`config.mk`:
```
export PLATFORM = sky130hd
export DESIGN_NAME = slider_pos_top
export DESIGN_NICKNAME = d
export VERILOG_FILES = /design/src/rtl/slider_pkg.sv /design/src/rtl/slider_spread.sv /design/src/rtl/slider_interp.sv /design/src/rtl/slider_pos_top.sv
export SDC_FILE = /design/constraint.sdc
export NUM_CORES = 1
export LEC_CHECK = 0
export ABC_AREA = 1
export BUFFER_PORTS_ARGS = -buffer_cell sky130_fd_sc_hd__buf_2
export CORE_UTILIZATION = 60
export CTS_CLUSTER_SIZE = 28
export DETAILED_ROUTE_END_ITERATION = 10
export PLACE_DENSITY = 0.77
export SETUP_SLACK_MARGIN = 0.5
export SYNTH_ARGS = -nofsm -noshare
export SYNTH_HDL_FRONTEND = slang
export SYNTH_SLANG_ARGS = --single-unit
```
`constraint.sdc`:
```
create_clock -name clk -period 74.4 [get_ports clk]
set_input_delay 11.16 -clock clk [delete_from_list [all_inputs] [get_ports clk]]
set_output_delay 11.16 -clock clk [all_outputs]
set_load 0.01 [all_outputs]
```
`src/rtl/slider_pkg.sv`:
```
package slider_pkg;

   typedef enum logic [1:0] {
      SEG_LEFT  = 2'd0,
      SEG_MID   = 2'd1,
      SEG_RIGHT = 2'd2
   } seg_e;

   localparam int POS_W     = 7;
   localparam int POS_TOP   = 127;
   localparam int POS_NODE1 = 45;
   localparam int POS_NODE2 = 83;

endpackage

```
`src/rtl/slider_spread.sv`:
```
module slider_spread #(
   parameter int DW     = 12,
   parameter int THRESH = 40
) (
   input  logic [DW-1:0]      ch_end,
   input  logic [DW-1:0]      ch_n1,
   input  logic [DW-1:0]      ch_n2,
   output logic               touch,
   output slider_pkg::seg_e   seg,
   output logic [DW-1:0]      num,
   output logic [DW:0]        den
);
   import slider_pkg::*;

   localparam int NCH = 3;
   localparam logic [DW-1:0] THR_V = DW'(THRESH);

   logic [DW-1:0] ch  [NCH];
   logic [DW-1:0] mx  [NCH];
   logic [DW-1:0] mn  [NCH];
   logic [DW-1:0] spread;

   assign ch[0] = ch_end;
   assign ch[1] = ch_n1;
   assign ch[2] = ch_n2;

   assign mx[0] = ch[0];
   assign mn[0] = ch[0];

   // running max/min chain across the channels
   generate
      for (genvar i = 1; i < NCH; i++) begin : g_rank
         assign mx[i] = (ch[i] > mx[i-1]) ? ch[i] : mx[i-1];
         assign mn[i] = (ch[i] < mn[i-1]) ? ch[i] : mn[i-1];
      end
   endgenerate

   assign spread = mx[NCH-1] - mn[NCH-1];
   assign touch  = (spread > THR_V);

   always_comb begin
      if ((ch_end <= ch_n1) && (ch_end <= ch_n2)) begin
         seg = SEG_MID;
         num = ch_n2;
         den = {1'b0, ch_n1} + {1'b0, ch_n2};
      end else if (ch_n1 >= ch_n2) begin
         seg = SEG_LEFT;
         num = ch_n1;
         den = {1'b0, ch_end} + {1'b0, ch_n1};
      end else begin
         seg = SEG_RIGHT;
         num = ch_end;
         den = {1'b0, ch_n2} + {1'b0, ch_end};
      end
   end

endmodule

```
`src/rtl/slider_interp.sv`:
```
module slider_interp #(
   parameter int DW       = 12,
   parameter int FB       = 8,
   parameter int END_ZONE = 77
) (
   input  slider_pkg::seg_e   seg,
   input  logic [DW-1:0]      num,
   input  logic [DW:0]        den,
   output logic [6:0]         pos
);
   import slider_pkg::*;

   localparam int ONE  = 1 << FB;
   localparam int SPAN = ONE - END_ZONE;
   localparam int NW   = DW + FB + 1;
   localparam int LSTEP = POS_NODE1 - 1;
   localparam int MSTEP = POS_NODE2 - POS_NODE1;
   localparam int RSTEP = POS_TOP - POS_NODE2 - 1;

   logic [NW-1:0] num_sh;
   logic [NW-1:0] den_x;
   logic [NW-1:0] quo;
   logic [31:0]   f;
   logic [31:0]   v;

   assign num_sh = NW'({num, {FB{1'b0}}});
   assign den_x  = NW'(den);

   generate
      if (NW <= 32) begin : g_narrow
         assign quo = (den_x == '0) ? '0 : (num_sh / den_x);
      end else begin : g_wide
         logic [NW-1:0] q_w;
         assign q_w = (den_x == '0) ? '0 : (num_sh / den_x);
         assign quo = q_w;
      end
   endgenerate

   // quotient never exceeds ONE since num <= den
   assign f = 32'(quo[FB:0]);

   always_comb begin
      unique case (seg)
         SEG_LEFT: begin
            if (f < 32'(END_ZONE)) v = 32'd0;
            else v = 32'd1 + ((f - 32'(END_ZONE)) * 32'(LSTEP)) / 32'(SPAN);
         end
         SEG_RIGHT: begin
            if (f >= 32'(SPAN)) v = 32'(POS_TOP);
            else v = 32'(POS_NODE2) + (f * 32'(RSTEP)) / 32'(SPAN);
         end
         default: begin
            v = 32'(POS_NODE1) + (f * 32'(MSTEP)) / 32'(ONE);
         end
      endcase
   end

   assign pos = v[6:0];

endmodule

```
`src/rtl/slider_pos_top.sv`:
```
module slider_pos_top #(
   parameter int DW       = 12,
   parameter int FB       = 8,
   parameter int THRESH   = 40,
   parameter int END_ZONE = 77
) (
   input  logic          clk,
   input  logic          rst_n,
   input  logic          in_valid_i,
   input  logic [DW-1:0] end_delta_i,
   input  logic [DW-1:0] node1_delta_i,
   input  logic [DW-1:0] node2_delta_i,
   output logic          out_valid_o,
   output logic          touch_o,
   output logic [6:0]    pos_o,
   output logic [7:0]    status_o
);
   import slider_pkg::*;

   initial begin
      if (DW < 2 || DW > 24) $fatal(1, "slider_pos_top: DW out of range");
      if (FB < 4 || FB > 12) $fatal(1, "slider_pos_top: FB out of range");
      if (END_ZONE < 1 || END_ZONE >= (1 << FB))
         $fatal(1, "slider_pos_top: END_ZONE out of range");
      if (THRESH < 0) $fatal(1, "slider_pos_top: THRESH negative");
   end

   logic          touch_c;
   seg_e          seg_c;
   logic [DW-1:0] num_c;
   logic [DW:0]   den_c;
   logic [6:0]    pos_c;

   slider_spread #(.DW(DW), .THRESH(THRESH)) u_spread (
      .ch_end (end_delta_i),
      .ch_n1  (node1_delta_i),
      .ch_n2  (node2_delta_i),
      .touch  (touch_c),
      .seg    (seg_c),
      .num    (num_c),
      .den    (den_c)
   );

   slider_interp #(.DW(DW), .FB(FB), .END_ZONE(END_ZONE)) u_interp (
      .seg (seg_c),
      .num (num_c),
      .den (den_c),
      .pos (pos_c)
   );

   always_ff @(posedge clk) begin
      if (!rst_n) begin
         out_valid_o <= 1'b0;
         touch_o     <= 1'b0;
         pos_o       <= '0;
      end else begin
         out_valid_o <= in_valid_i;
         if (in_valid_i) begin
            touch_o <= touch_c;
            if (touch_c) pos_o <= pos_c;
         end
      end
   end

   assign status_o = {touch_o, pos_o};

endmodule

```
==> metrics <==
Area Growth Syn to Fin 5.627%; syn avg cell area 6.201 um2; post-route setup TNS 0 ns; Req. time, crit path 74.49 ns; Synth Register Bits 9; post-route DRC violation count 5; CP dominant cell by count nand2_1; prevailing post-synth register cell dfxtp_1; largest net degree at the start of global routing 34; CTS tree built; Die Wd 206.7 um; Reg clk slew, reported paths 0.04 ns; Yosys cell types 91; GRT Overall Usage 27.91%; r2r startpoint pos_o[6]; status complete, but fails checks; Worst-Margin Slew 1.119 ns; GR Overflow Total 0; fmax 0.01464 GHz; number of synthesized flops with an enable pin 0; die area 0.04273 mm2; worst setup path endpoint pos_o[6]; initial antenna violation count 0; DRT Pass-1 Iters 8; CTS Root Cell clkbuf_16; top cell type's share of synthesized area 19.21%; RSZ-0062 raised after global routing false; layout cells sized above 1 17.68%; H-tree depth 1; Final Cycle Share 91.78%; MaxCap Viol Count 0; clk sinks 9; # rows 74; Detailed Place HPWL 50.32 mm; Setup CP Type primary input to flop; final number of setup-violating endpoints 0; Cells after Synth 4055; I/O pin count 56; setup slack, reg-to-reg 73.65 ns; worst min path class flop to flop; register area 180.2 um2; Crit Path Max Fanout 24; drt initial violations 1518; initial core utilization 61.17%; Register-to-Register Path Depth 2; CTS buffer count 3; Yosys top cell by area ha_1; Hold Slack 0.4823 ns; core footprint 0.04111 mm2; post-layout min period 68.28 ns; via/cell ratio 5.398; worst-skew pair later-pin latency 0.23 ns; vias in the first global route 22525; clock tree buffer depth 2; Critical Path Start node2_delta_i[9]; Critical Path AT 68.38 ns; worst r2r dst pos_o[6]; ys async rst share 0%; number of diodes 0; Slew HR 24.61%; CP endpoint kind flop; Syn Std Cell Area 0.02515 mm2; ANT nets after route 0; syn nets 4506; fin nets 4582; non-filler instance count after layout 4662; final hold violations 0; Cells after DPL 4598; Final Skew 0 ns; Port Buffers 55; CP startpoint kind primary input; Crit path largest cell delay 0.50 ns; Final Slew Violations 0; WL per Instance 13.17 um; Seq/Total Area, Yosys 0.7165%; synth top area cells ha_1 (19%), nand2_1 (14%), inv_1 (8.5%); gpl congestion 0.9187; filler cell count 4012; Synth warnings 0; Die Ht 206.7 um; multi-input logic area 0.02226 mm2; failing checks design-rule violations; Finished Core Util 64.61%; worst-path cell with the longest stage delay xor2_1; Via Count 25166; global-route wire length before repair 102.0 mm; final wirelength 61.41 mm
worst max-delay path, delay by kind of cell:
family,cells,cell delay (ns)
fa+ha+maj,29,9.15
buf+inv,55,4.86
compound gates,116,18.82
simple gates,209,23.22
mux,1,0.30
xor+xnor,2,0.71
per-layer routing:
layer,global-route usage [%],wire length [um]
met4,5.448,1045
met2,49.45,28480
met5,0,0
met1,37.84,29780
met3,0.5338,2101
logic make-up after synthesis:
family	count (synthesis)	share of synthesized area (%)
AOI/OAI and AO/OA	692	16.23
xor gates and xnor gates	249	8.732
adders and majority gates	412	21.28
buffers and inverters	715	11.99
DFF	9	0.7165
muxes	1	0.03981
other	1	0.01491
and+or+nand+nor	1976	41.00
state kept, by name, indices dropped and copies added (netlist names):
| name | cells |
|---|---|
| out_valid_o | 1 |
| touch_o | 1 |
| pos_o | 7 |
layout by cell type (no fill, tap or decap), types with 46 or more instances in the layout:
cell type / instances
xor2_1: 143
o21ai_0: 240
buf_2: 55
inv_2: 56
buf_4: 62
nand4_1: 53
inv_1: 565
a21oi_1: 229
nor2_1: 216
nand2_1: 935
ha_1: 386
nand3_2: 46
nand2_2: 177
nand3_1: 244
xnor2_1: 104
nand2_4: 99
layout make-up:
cell class / instances / area share (%)
repair buffers: 118 / 2.864
clock buffers: 4 / 0.2968
well taps: 532 / 2.506
inverters: 660 / 9.845
multi-input cells: 3338 / 83.79
repair inverters: 1 / 0.01884
flip-flops and latches: 9 / 0.6783
metrics by stage:
step / setup slack, ns / instance area, um2
final: 6.116 / 26560
after global routing: 0.1681 / 26560
after CTS: 0.5418 / 25830
after detailed placement: 0.3829 / 25750
after global placement: 2.707 / 25750
after floorplan: 6.274 / 25150
Yosys cell counts (14+ instances only):
library cell	count
clkbuf_1	23
a21o_1	31
ha_1	386
o21ai_0	253
clkinv_1	18
nand2_4	95
nand2_1	940
nor2_2	29
xor2_1	143
nor2_1	221
or2_2	33
a21oi_1	232
fa_1	26
o21ai_1	29
nand2_2	178
nand4_1	53
nor2_4	36
o31ai_1	15
xnor2_1	104
nand3_4	14
nand3_1	244
o21bai_1	33
inv_1	568
nand3_2	47
o21ai_2	17
nor3_1	29
inv_2	55
o211ai_1	14
timing repair:
item | CTS | global route
gates resized for setup | 0 | 75
hold buffers | 0 | 0
setup buffers | 0 | 52
hold endpoints to repair | 0 | 0
endpoints found under the setup margin | 0 | 7
how the worst min path moves through the flow:
stage / start / endpoint / slack (ns) / depth (start not counted)
after floorplan: touch_o / touch_o / 0.51 / 2
after detailed placement: touch_o / touch_o / 0.48 / 2
after global routing: touch_o / touch_o / 0.52 / 2
final: touch_o / touch_o / 0.48 / 2
after CTS: touch_o / touch_o / 0.49 / 2
after global placement: touch_o / touch_o / 0.47 / 2
Power is left out: the tool's default activity adds up to more than one toggle a clock period on the data nets, which glitch-free logic cannot reach.
